File: src/rtl/enc_ratio_clkdiv_pkg.sv
package enc_ratio_clkdiv_pkg;

    localparam int CODE_W  = 4;
    localparam int RATIO_W = 5;

    typedef enum logic [1:0] {
        ST_HOLD = 2'd0,
        ST_HIGH = 2'd1,
        ST_LOW  = 2'd2,
        ST_PASS = 2'd3
    } div_state_e;

endpackage

File: src/rtl/ratio_decode.sv
module ratio_decode #(
    parameter int CODE_W  = 4,
    parameter int RATIO_W = 5
) (
    input  logic [CODE_W-1:0]  code_i,
    output logic [RATIO_W-1:0] ratio_o
);
    localparam logic [RATIO_W-1:0] ONE     = RATIO_W'(1);
    localparam logic [RATIO_W-1:0] ODD_LO  = RATIO_W'(1);
    localparam logic [RATIO_W-1:0] EVEN_LO = RATIO_W'(10);

    logic [RATIO_W-1:0] step;

    always_comb begin
        step = RATIO_W'(code_i[CODE_W-2:1]) << 1;
        if (!code_i[CODE_W-1]) begin
            if (code_i == '0) ratio_o = ONE;
            else              ratio_o = RATIO_W'(code_i) + ONE;
        end else if (code_i[0]) begin
            ratio_o = EVEN_LO + step;
        end else begin
            ratio_o = ODD_LO + step;
        end
    end
endmodule

File: src/rtl/code_store.sv
module code_store #(
    parameter int CODE_W = 4
) (
    input  logic              clk_i,
    input  logic              por_ni,
    input  logic              rst_ni,
    input  logic              commit_i,
    input  logic [CODE_W-1:0] code_i,
    output logic [CODE_W-1:0] code_o
);
    always_ff @(posedge clk_i or negedge por_ni) begin
        if (!por_ni) begin
            code_o <= '0;
        end else if (!rst_ni && commit_i) begin
            code_o <= code_i;
        end
    end
endmodule

File: src/rtl/div_fsm.sv
module div_fsm
    import enc_ratio_clkdiv_pkg::*;
#(
    parameter int RATIO_W = 5
) (
    input  logic               clk_i,
    input  logic               rst_ni,
    input  logic [RATIO_W-1:0] ratio_i,
    output logic               clk_div_o,
    output logic               clk_en_o
);
    localparam int CNT_W = RATIO_W;

    div_state_e       state_q, state_n;
    logic [CNT_W-1:0] cnt_q, cnt_n;
    logic [CNT_W-1:0] half_w, last_w;
    logic             div_q, en_q;

    assign half_w = ratio_i >> 1;
    assign last_w = ratio_i - CNT_W'(1);

    // next state and count
    always_comb begin
        state_n = state_q;
        cnt_n   = cnt_q;
        unique case (state_q)
            ST_HOLD: begin
                cnt_n   = '0;
                state_n = (ratio_i == CNT_W'(1)) ? ST_PASS : ST_HIGH;
            end
            ST_HIGH, ST_LOW: begin
                cnt_n   = (cnt_q == last_w) ? '0 : cnt_q + CNT_W'(1);
                state_n = (cnt_n < half_w) ? ST_HIGH : ST_LOW;
            end
            ST_PASS: begin
                cnt_n   = '0;
                state_n = ST_PASS;
            end
        endcase
    end

    // state register
    always_ff @(posedge clk_i or negedge rst_ni) begin
        if (!rst_ni) begin
            state_q <= ST_HOLD;
            cnt_q   <= '0;
        end else begin
            state_q <= state_n;
            cnt_q   <= cnt_n;
        end
    end

    // output register
    always_ff @(posedge clk_i or negedge rst_ni) begin
        if (!rst_ni) begin
            div_q <= 1'b0;
            en_q  <= 1'b0;
        end else begin
            div_q <= (state_n == ST_HIGH);
            en_q  <= (state_n == ST_PASS) ||
                     ((state_n != ST_HOLD) && (cnt_n == '0));
        end
    end

    assign clk_div_o = (state_q == ST_PASS) ? clk_i : div_q;
    assign clk_en_o  = en_q;
endmodule

File: src/rtl/enc_ratio_clkdiv.sv
module enc_ratio_clkdiv
    import enc_ratio_clkdiv_pkg::*;
#(
    parameter int CODE_W  = enc_ratio_clkdiv_pkg::CODE_W,
    parameter int RATIO_W = enc_ratio_clkdiv_pkg::RATIO_W
) (
    input  logic               clk_i,
    input  logic               por_ni,
    input  logic               rst_ni,
    input  logic               commit_i,
    input  logic [CODE_W-1:0]  code_i,
    output logic               clk_div_o,
    output logic               clk_en_o,
    output logic [RATIO_W-1:0] ratio_o
);
    logic [CODE_W-1:0]  code_w;
    logic [RATIO_W-1:0] ratio_w;

    code_store #(.CODE_W(CODE_W)) u_store (
        .clk_i    (clk_i),
        .por_ni   (por_ni),
        .rst_ni   (rst_ni),
        .commit_i (commit_i),
        .code_i   (code_i),
        .code_o   (code_w)
    );

    ratio_decode #(.CODE_W(CODE_W), .RATIO_W(RATIO_W)) u_dec (
        .code_i  (code_w),
        .ratio_o (ratio_w)
    );

    div_fsm #(.RATIO_W(RATIO_W)) u_fsm (
        .clk_i     (clk_i),
        .rst_ni    (rst_ni),
        .ratio_i   (ratio_w),
        .clk_div_o (clk_div_o),
        .clk_en_o  (clk_en_o)
    );

    assign ratio_o = ratio_w;
endmodule

File: config.mk
export PLATFORM = sky130hd
export DESIGN_NAME = enc_ratio_clkdiv
export DESIGN_NICKNAME = d
export VERILOG_FILES = /design/src/rtl/enc_ratio_clkdiv_pkg.sv /design/src/rtl/ratio_decode.sv /design/src/rtl/code_store.sv /design/src/rtl/div_fsm.sv /design/src/rtl/enc_ratio_clkdiv.sv
export SDC_FILE = /design/constraint.sdc
export NUM_CORES = 1
export LEC_CHECK = 0
export ABC_AREA = 1
export BUFFER_PORTS_ARGS = -buffer_cell sky130_fd_sc_hd__buf_2
export CAP_MARGIN = 40
export CORE_MARGIN = 5
export CORE_UTILIZATION = 50
export DETAILED_ROUTE_END_ITERATION = 10
export GPL_TIMING_DRIVEN = 0
export PLACE_DENSITY_LB_ADDON = 0.12
export SYNTH_ARGS = -nofsm -noshare
export SYNTH_HDL_FRONTEND = slang
export SYNTH_SLANG_ARGS = --single-unit
File: constraint.sdc
create_clock -name clk_i -period 3.22 [get_ports clk_i]
set_clock_uncertainty 0.2 [all_clocks]
set_input_delay 0.161 -clock clk_i [delete_from_list [all_inputs] [get_ports clk_i]]
set_output_delay 0.161 -clock clk_i [all_outputs]
set_load 0.01 [all_outputs]
==> impl_metrics.prom, run 1 <==
# TYPE chip_impl_metric gauge
chip_impl_info{name="status",value="finished clean"} 1
chip_impl_metric{name="grt_max_degree",unit=""} 10
chip_impl_metric{name="max_cap_violations",unit=""} 0
chip_impl_metric{name="floorplan.initialDensity",unit="%"} 51.5
chip_impl_metric{name="grt_use_total",unit="%"} 18.5
chip_impl_metric{name="post-route-drc-count",unit=""} 0
chip_impl_metric{name="dpl_cell_area",unit="mm^2"} 0.00110
chip_impl_metric{name="critical_path_peak_fanout",unit=""} 4
chip_impl_metric{name="boundary_pin_count",unit=""} 15
chip_impl_metric{name="synth.ff_latch_count",unit=""} 13
chip_impl_metric{name="number_of_nets_at_the_end_of_the_flow",unit=""} 204
chip_impl_metric{name="cts.reportedPaths.clkPinSlew",unit="ns"} 0.08
chip_impl_metric{name="cellPowerDensity",unit="mW/mm^2"} 750
chip_impl_info{name="setup.worst_path.start_class",value="flop"} 1
chip_impl_metric{name="place_worst_setup_slack",unit="ns"} 0.0518
chip_impl_metric{name="wire_per_inst",unit="um"} 12.0
chip_impl_metric{name="totalWireLength",unit="mm"} 2.54
chip_impl_info{name="timing.critical_path.slowest_stage_cell",value="dfrtp_2"} 1
chip_impl_metric{name="syn-mean-instance-area",unit="um^2"} 7.04
chip_impl_metric{name="worst_ir_drop_vdd",unit="V"} 0.000602
chip_impl_metric{name="worstSkewPairLatency",unit="ns"} 0.39
chip_impl_metric{name="rows",unit=""} 16
chip_impl_metric{name="synthesized_netlist_net_count",unit=""} 160
chip_impl_metric{name="setup_viol_count_final",unit=""} 0
chip_impl_info{name="timing_worst_setup_path_type",value="reg2reg"} 1
chip_impl_info{name="path_cells",value="inv_4, ha_4, nand3_1, nand2_2, inv_2, nand2_2, inv_2, o21bai_1, nand2_1, nor2_4, nand2_2, inv_2, nor3_2, ha_1, a21oi_2, o21ai_2, nor2_2, nand2_1, nand2_1, nand2_1, nand2_1, nand2_2, nand2_1, nand2_1"} 1
chip_impl_metric{name="final_period_minus_worst_setup_slack",unit="ns"} 3.00
chip_impl_metric{name="area.growth.synth_to_final",unit="%"} 45.8
chip_impl_metric{name="rr_worst_depth",unit=""} 24
chip_impl_metric{name="routed_via_density",unit=""} 5.04
chip_impl_info{name="crit_path_end_kind",value="flop"} 1
chip_impl_metric{name="antenna_found_initial",unit=""} 0
chip_impl_metric{name="fin_worst_hold_slack",unit="ns"} 0.380
chip_impl_metric{name="period_share",unit="%"} 93.2
chip_impl_info{name="rsz0062_at_grt",value="yes"} 1
chip_impl_metric{name="place.port_buffers",unit=""} 14
chip_impl_info{name="critical_path.most_common_cell",value="nand2_1"} 1
chip_impl_metric{name="first_pass_iters",unit=""} 4
chip_impl_metric{name="worst_ep_required_time",unit="ns"} 3.30
chip_impl_metric{name="die_w",unit="um"} 54.7
chip_impl_metric{name="yosysWarningCount",unit=""} 0
chip_impl_metric{name="fmax",unit="MHz"} 333
chip_impl_metric{name="grt_pass1_wl",unit="mm"} 3.95
chip_impl_metric{name="layout-drive-gt1-share",unit="%"} 34.6
chip_impl_metric{name="dp.final_hpwl",unit="mm"} 1.67
chip_impl_metric{name="finish.instance_area",unit="mm^2"} 0.00146
chip_impl_metric{name="worst_ep_arrival_time",unit="ns"} 3.08
chip_impl_metric{name="synth.lib_cells_used.distinct",unit=""} 20
chip_impl_metric{name="drt_iter0_drc",unit=""} 30
chip_impl_metric{name="die_h",unit="um"} 54.7
chip_impl_metric{name="num_antenna_cells",unit=""} 0
chip_impl_metric{name="postSynthCellCount",unit=""} 142
chip_impl_info{name="worst_hold_path_type",value="clk2out"} 1
chip_impl_metric{name="first_global_vias",unit=""} 969
chip_impl_metric{name="synthesis.area",unit="um^2"} 1000
chip_impl_metric{name="holdPathStages",unit=""} 5
chip_impl_metric{name="power.total",unit="W"} 0.00109
chip_impl_metric{name="synth_seq_area_share",unit="%"} 32.5
chip_impl_metric{name="leakage_power",unit="nW"} 0.802
chip_impl_metric{name="antenna_violating_nets_post_route",unit=""} 0
chip_impl_metric{name="grt_remaining_overflow",unit=""} 0
chip_impl_info{name="tritoncts",value="built"} 1
chip_impl_metric{name="slew_headroom",unit="%"} 73.5
chip_impl_metric{name="number_of_endpoints_with_negative_hold_slack_in_the_final_report",unit=""} 0
chip_impl_metric{name="critical_path.max_stage_delay",unit="ns"} 0.47
chip_impl_metric{name="design.core.area",unit="mm^2"} 0.00194
chip_impl_metric{name="gpl.final_weighted_congestion",unit=""} 0.870
chip_impl_metric{name="die_footprint",unit="mm^2"} 0.00299
chip_impl_metric{name="worst_pin_slew",unit="ns"} 0.397
chip_impl_metric{name="worst_slack",unit="ns"} 0.218
chip_impl_metric{name="vias_after_detailed_routing",unit=""} 1069
chip_impl_metric{name="slew_violations",unit=""} 0
==> synth_stat cells <==
library cell	instances	area share, %
and3_1	1	0.63
nand4_1	4	2.5
ha_1	10	13
a21oi_1	6	3.0
nand2_1	28	11
a21boi_1	1	0.75
nand3_1	12	6.0
nor2_1	20	7.5
xor2_1	4	3.5
xnor2_1	1	0.88
nor3_1	1	0.50
o21bai_1	1	0.75
dfrtp_1	13	33
nand2_2	6	3.8
inv_2	3	1.1
nor3_2	1	1.0
nand2_4	1	1.1
nor2_2	1	0.63
o21ai_0	2	1.0
inv_1	26	9.8
==> placed cells by master (no fill, tap or decap), drive strengths merged, types with 6 or more instances in the layout <==
master | netlist | final
nand2 | 35 | 35
inv | 29 | 29
buf | 0 | 23
nor2 | 21 | 21
dlygate4sd3 | 0 | 13
dfrtp | 13 | 13
nand3 | 12 | 12
ha | 10 | 10
clkbuf | 0 | 6
a21oi | 6 | 6
==> per-layer routing <==
| layer | vias to the layer above | global-route usage [%] | part of all wire, % |
|---|---|---|---|
| li1 | 527 | - | - |
| met1 | 493 | 22.8 | 44 |
| met2 | 43 | 31.1 | 50 |
| met3 | 6 | 5.18 | 5.3 |
| met4 | 0 | 5.39 | 1.3 |
| met5 | - | 0 | 0 |
==> power breakdown <==
group	leakage [nW]	internal, W	switching [W]
logic	0.605	0.000271	0.000386
registers	0.157	0.000218	0.0000484
clock network	0.0407	0.0000955	0.0000739
total	0.802	0.000585	0.000508
==> layout make-up <==
type,count,area [um^2]
Clock inverter,1,5.00
Fill cell,166,484
Tap cell,27,33.8
Timing Repair Buffer,35,263
Sequential cell,13,328
Multi-Input combinational cell,100,664
Clock buffer,7,50.0
Inverter,29,114
==> metrics by stage <==
step | TNS, ns | util (%) | cells
after floorplan | 0 | - | 142
after global placement | 0 | 56.8 | 183
after detailed placement | 0 | 56.8 | 183
after CTS | 0 | 66.1 | 203
after global routing | -0.114 | 75.1 | 212
final | 0 | 75.1 | 212
==> worst paths after layout <==
check	startpoint	end	slack [ns]
setup / recovery	u_store.code_o[0]$_DFFE_PN0P_	u_fsm.clk_en_o$_DFF_PN0_	0.22
min in group asynchronous	por_ni	u_store.code_o[2]$_DFFE_PN0P_	0.46
max in group asynchronous	rst_ni	u_fsm.cnt_q[2]$_DFF_PN0_	1.97
hold / removal	clk_i	clk_div_o	0.38
setup reg to reg	u_store.code_o[0]$_DFFE_PN0P_	u_fsm.clk_en_o$_DFF_PN0_	0.22
hold reg to reg	u_fsm.cnt_q[0]$_DFF_PN0_	u_fsm.cnt_q[0]$_DFF_PN0_	0.48
==> cells by family after synthesis <==
family	Yosys count	synth area share, %
and+or+nand+nor	75	34.2
AOI/OAI and AO/OA	10	5.51
xor gates and xnor gates	5	4.38
buffers and inverters	29	10.9
adders and majority gates	10	12.5
DFF	13	32.5
==> critical path, delay by kind of cell (launching register included) <==
kind / cells / cell delay [ns]
compound gates: 3 / 0.36
simple gates: 15 / 1.09
buf+inv: 4 / 0.32
fa+ha+maj: 2 / 0.45
flops: 1 / 0.47
==> what timing repair did <==
action                     4_1_cts  5_1_grt
hold endpoints to repair        17        0
setup endpoints to repair        0        4
hold buffers                    13        0
resized for setup                0       29
setup buffers                    0        9
==> flip-flops by register name (all words and copies together), names as in the netlist <==
signal	flops
u_fsm.cnt_q	5
u_store.code_o	4
u_fsm.state_q	2
u_fsm.clk_en_o	1
u_fsm.div_q	1
Note: power is estimated with default switching activity, not from simulation.
==> run 2: changes to the inputs <==
- ABC_AREA: 1 -> not set
==> run 2 against run 1 <==
Compared with the run above: non-clock buffer count grew 2; sequential power shrank 6%; setup slack lost 0.54 ns; maximum frequency shrank 15%; register-to-register slack lost 0.54 ns; the flow now finishes with violations (setup timing); synthesized area grew 11%; clock power grew 9%; final area grew 5.9%; critical path depth shrank 8.
==> impl_metrics.prom, run 2 <==
# TYPE chip_impl_metric gauge
chip_impl_info{name="status",value="complete, but fails checks"} 1
chip_impl_info{name="violations",value="setup timing"} 1
chip_impl_metric{name="routed_via_density",unit=""} 5.62
chip_impl_metric{name="rows",unit=""} 17
chip_impl_info{name="path_cells",value="buf_6, inv_8, ha_4, nor2_4, a211oi_2, o311a_1, o31ai_1, or4b_4, and2_4, ha_4, nor2b_4, o21ai_1, nand2b_1, a21oi_2, nor3_1, a211o_1"} 1
chip_impl_metric{name="synthDominantCellAreaShare",unit="%"} 29.3
chip_impl_metric{name="place.port_buffers",unit=""} 14
chip_impl_metric{name="power.total",unit="W"} 0.00123
chip_impl_metric{name="worst_ep_required_time",unit="ns"} 3.30
chip_impl_metric{name="grt_max_degree",unit=""} 11
chip_impl_metric{name="die_footprint",unit="mm^2"} 0.00326
chip_impl_metric{name="drt_iter0_drc",unit=""} 34
chip_impl_metric{name="dp.final_hpwl",unit="mm"} 1.98
chip_impl_metric{name="synth_seq_area_share",unit="%"} 29.3
chip_impl_metric{name="num_antenna_cells",unit=""} 0
chip_impl_metric{name="largest_reg_flops",unit=""} 5
chip_impl_info{name="count_leader_synth",value="dfrtp_1"} 1
chip_impl_metric{name="antenna_found_initial",unit=""} 0
chip_impl_metric{name="post-route-drc-count",unit=""} 0
chip_impl_info{name="path_delay_family",value="compound AO/OA/AOI/OAI gates"} 1
chip_impl_metric{name="slew_violations",unit=""} 0
chip_impl_metric{name="critical_path.max_stage_delay",unit="ns"} 0.52
chip_impl_metric{name="grt_remaining_overflow",unit=""} 0
chip_impl_metric{name="totalWireLength",unit="mm"} 3.01
chip_impl_metric{name="worst_pin_slew",unit="ns"} 0.444
chip_impl_info{name="timing_worst_setup_path_type",value="reg2reg"} 1
chip_impl_metric{name="design.core.area",unit="mm^2"} 0.00217
chip_impl_info{name="critical_path.most_common_cell",value="ha_4"} 1
chip_impl_metric{name="yosysWarningCount",unit=""} 0
chip_impl_info{name="synth_ff_type",value="dfrtp_1"} 1
chip_impl_metric{name="synth.ff_latch_count",unit=""} 13
chip_impl_metric{name="worst_ep_arrival_time",unit="ns"} 3.62
chip_impl_metric{name="period_share",unit="%"} 110
chip_impl_info{name="tritoncts",value="built"} 1
chip_impl_info{name="registers.top_by_ff_count",value="u_fsm.cnt_q"} 1
chip_impl_metric{name="slew_headroom",unit="%"} 70.4
chip_impl_metric{name="synth_edf_count",unit=""} 0
chip_impl_metric{name="syn-mean-instance-area",unit="um^2"} 8.46
chip_impl_info{name="timing.hold.worst.start",value="commit_i"} 1
chip_impl_metric{name="fmax",unit="MHz"} 283
chip_impl_metric{name="place_worst_setup_slack",unit="ns"} -0.576
chip_impl_metric{name="gpl.final_weighted_congestion",unit=""} 0.805
chip_impl_metric{name="grt_pass1_wl",unit="mm"} 5.09
chip_impl_info{name="worst_hold_path_type",value="in2reg"} 1
chip_impl_metric{name="worstSkewPairLatency",unit="ns"} 0.39
chip_impl_metric{name="cts.reportedPaths.clkPinSlew",unit="ns"} 0.09
chip_impl_metric{name="final_period_minus_worst_setup_slack",unit="ns"} 3.54
chip_impl_info{name="synth_largest_area_cell",value="dfrtp_1"} 1
chip_impl_metric{name="layout-drive-gt1-share",unit="%"} 34.9
chip_impl_metric{name="leakage_power",unit="nW"} 0.717
chip_impl_metric{name="die_w",unit="um"} 57.1
chip_impl_metric{name="vias_after_detailed_routing",unit=""} 1108
chip_impl_info{name="crit_path_end_kind",value="flop"} 1
chip_impl_info{name="min_to",value="u_store.code_o[2]$_DFFE_PN0P_"} 1
chip_impl_metric{name="worst_ir_drop_vdd",unit="V"} 0.000827
chip_impl_info{name="mostFrequentLayoutCell",value="buf_2"} 1
chip_impl_metric{name="setup_viol_count_final",unit=""} 3
chip_impl_info{name="synthTopCellsByCount",value="dfrtp_1 (13), nand2_1 (12), ha_1 (10), inv_1 (10), nor2_1 (7)"} 1
chip_impl_metric{name="grt_use_total",unit="%"} 20.6
chip_impl_metric{name="wire_per_inst",unit="um"} 15.3
chip_impl_metric{name="worst_slack",unit="ns"} -0.320
chip_impl_metric{name="synth.lib_cells_used.distinct",unit=""} 40
chip_impl_metric{name="cellPowerDensity",unit="mW/mm^2"} 798
chip_impl_metric{name="first_pass_iters",unit=""} 4
chip_impl_metric{name="final_util",unit="%"} 71.2
chip_impl_metric{name="r2r_setup_slack",unit="ns"} -0.32
chip_impl_metric{name="max_cap_violations",unit=""} 0
chip_impl_metric{name="holdPathStages",unit=""} 4
chip_impl_info{name="rsz0062_at_grt",value="yes"} 1
chip_impl_info{name="timing.rr.end",value="u_fsm.state_q[1]$_DFF_PN0_"} 1
chip_impl_info{name="mostFrequentLayoutCells",value="buf_2 (14), nand2_1 (12), buf_4 (11), dfrtp_1 (11)"} 1
chip_impl_metric{name="boundary_pin_count",unit=""} 15
chip_impl_metric{name="rr_worst_depth",unit=""} 16
chip_impl_metric{name="synthesis.area",unit="mm^2"} 0.00111
chip_impl_metric{name="synthesized_netlist_net_count",unit=""} 149
chip_impl_metric{name="fillerInstances",unit=""} 178
chip_impl_metric{name="number_of_endpoints_with_negative_hold_slack_in_the_final_report",unit=""} 0
chip_impl_metric{name="antenna_violating_nets_post_route",unit=""} 0
chip_impl_metric{name="die_h",unit="um"} 57.1
chip_impl_metric{name="cp.buffers_inverters",unit=""} 2
chip_impl_info{name="timing.critical_path.slowest_stage_cell",value="or4b_4"} 1
chip_impl_metric{name="number_of_nets_at_the_end_of_the_flow",unit=""} 188
chip_impl_info{name="top_regs",value="u_fsm.cnt_q x5, u_store.code_o x4, u_fsm.state_q x2"} 1
chip_impl_metric{name="first_global_vias",unit=""} 1123
chip_impl_info{name="critical_path.reg2reg.startpoint",value="u_store.code_o[0]$_DFFE_PN0P_"} 1
chip_impl_info{name="setup.worst_path.start_class",value="flop"} 1
chip_impl_metric{name="area.growth.synth_to_final",unit="%"} 39.3
chip_impl_info{name="post_synth_main_area_contributors",value="dfrtp_1 (29%), ha_1 (11%), nand2_1 (4.1%)"} 1
chip_impl_metric{name="critical_path_peak_fanout",unit=""} 6
chip_impl_metric{name="async_flop_share",unit="%"} 100
chip_impl_metric{name="postSynthCellCount",unit=""} 131
chip_impl_metric{name="floorplan.initialDensity",unit="%"} 51.1
[run 2: cell count changes after synthesis, sizes merged, moves of 5 or more]
| cell | delta |
|---|---|
| nand2 | -23 |
| inv | -19 |
| nor2 | -14 |
| nand3 | -7 |
| nor2b | +7 |
| o21ai | +5 |
[run 2: metal layers]
layer / track usage [%] / routed length [um] / vias up
met3: 4.52 / 112 / 6
li1: - / - / 538
met4: 10.9 / 38 / 0
met2: 38.0 / 1640 / 31
met5: 0 / 0 / -
met1: 21.6 / 1230 / 533
[run 2: how the worst max path moves through the flow]
stage	from	endpoint	slack, ns	cells after the start
after floorplan	u_store.code_o[0]$_DFFE_PN0P_	u_fsm.state_q[1]$_DFF_PN0_	-0.28	16
after global placement	u_store.code_o[0]$_DFFE_PN0P_	u_fsm.state_q[1]$_DFF_PN0_	-0.50	17
after detailed placement	u_store.code_o[0]$_DFFE_PN0P_	u_fsm.state_q[1]$_DFF_PN0_	-0.58	17
after CTS	u_store.code_o[0]$_DFFE_PN0P_	u_fsm.state_q[1]$_DFF_PN0_	-0.31	16
after global routing	u_store.code_o[0]$_DFFE_PN0P_	u_fsm.state_q[1]$_DFF_PN0_	-0.43	16
final	u_store.code_o[0]$_DFFE_PN0P_	u_fsm.state_q[1]$_DFF_PN0_	-0.32	16
[run 2: layout make-up]
class / instances / area [um^2] / area share, %
repair buffers: 32 / 228 / 14.7
clock buffers: 7 / 50.0 / 3.24
multi-input cells: 101 / 827 / 53.6
clock inverters: 1 / 5.00 / 0.324
flip-flops and latches: 13 / 328 / 21.2
well taps: 28 / 35.0 / 2.27
inverters: 10 / 45.0 / 2.92
plain buffers: 5 / 26.3 / 1.70
[run 2: tightest hold or removal path: stages]
cell	delay, ns
buf_2	0.09
nor2b_1	0.17
nand2_1	0.08
o21ai_0	0.06
[run 2: cell families after synthesis]
logic type      synth area share (%)
fa+ha+maj                       11.3
compound gates                  18.7
mux                             3.95
xor+xnor                        6.32
flops                           29.3
buf+inv                         6.66
simple gates                    23.7
[run 2: metrics by stage]
stage	instance area, um^2	setup TNS, ns	cells	hold WS (ns)
final	1540	-0.924	197	0.0212
after global routing	1540	-1.23	197	0.0418
after CTS	1530	-0.766	196	0.0188
after detailed placement	1320	-1.53	173	-0.228
after global placement	1320	-1.32	173	-0.234
after floorplan	1210	-0.621	131	-0.335
[run 2: power breakdown]
part	switching, W	internal [W]
Combinational	0.000419	0.000379
Clock	0.0000807	0.000104
Sequential	0.0000365	0.000214
Total	0.000537	0.000696
[run 2: what timing repair did]
item | in CTS | in global routing
hold buffers | 8 | 0
pin swaps | 9 | 1
endpoints found under the setup margin | 3 | 3
hold endpoints to repair | 17 | 0
gates resized for setup | 8 | 2
buffers inserted | 10 | 1
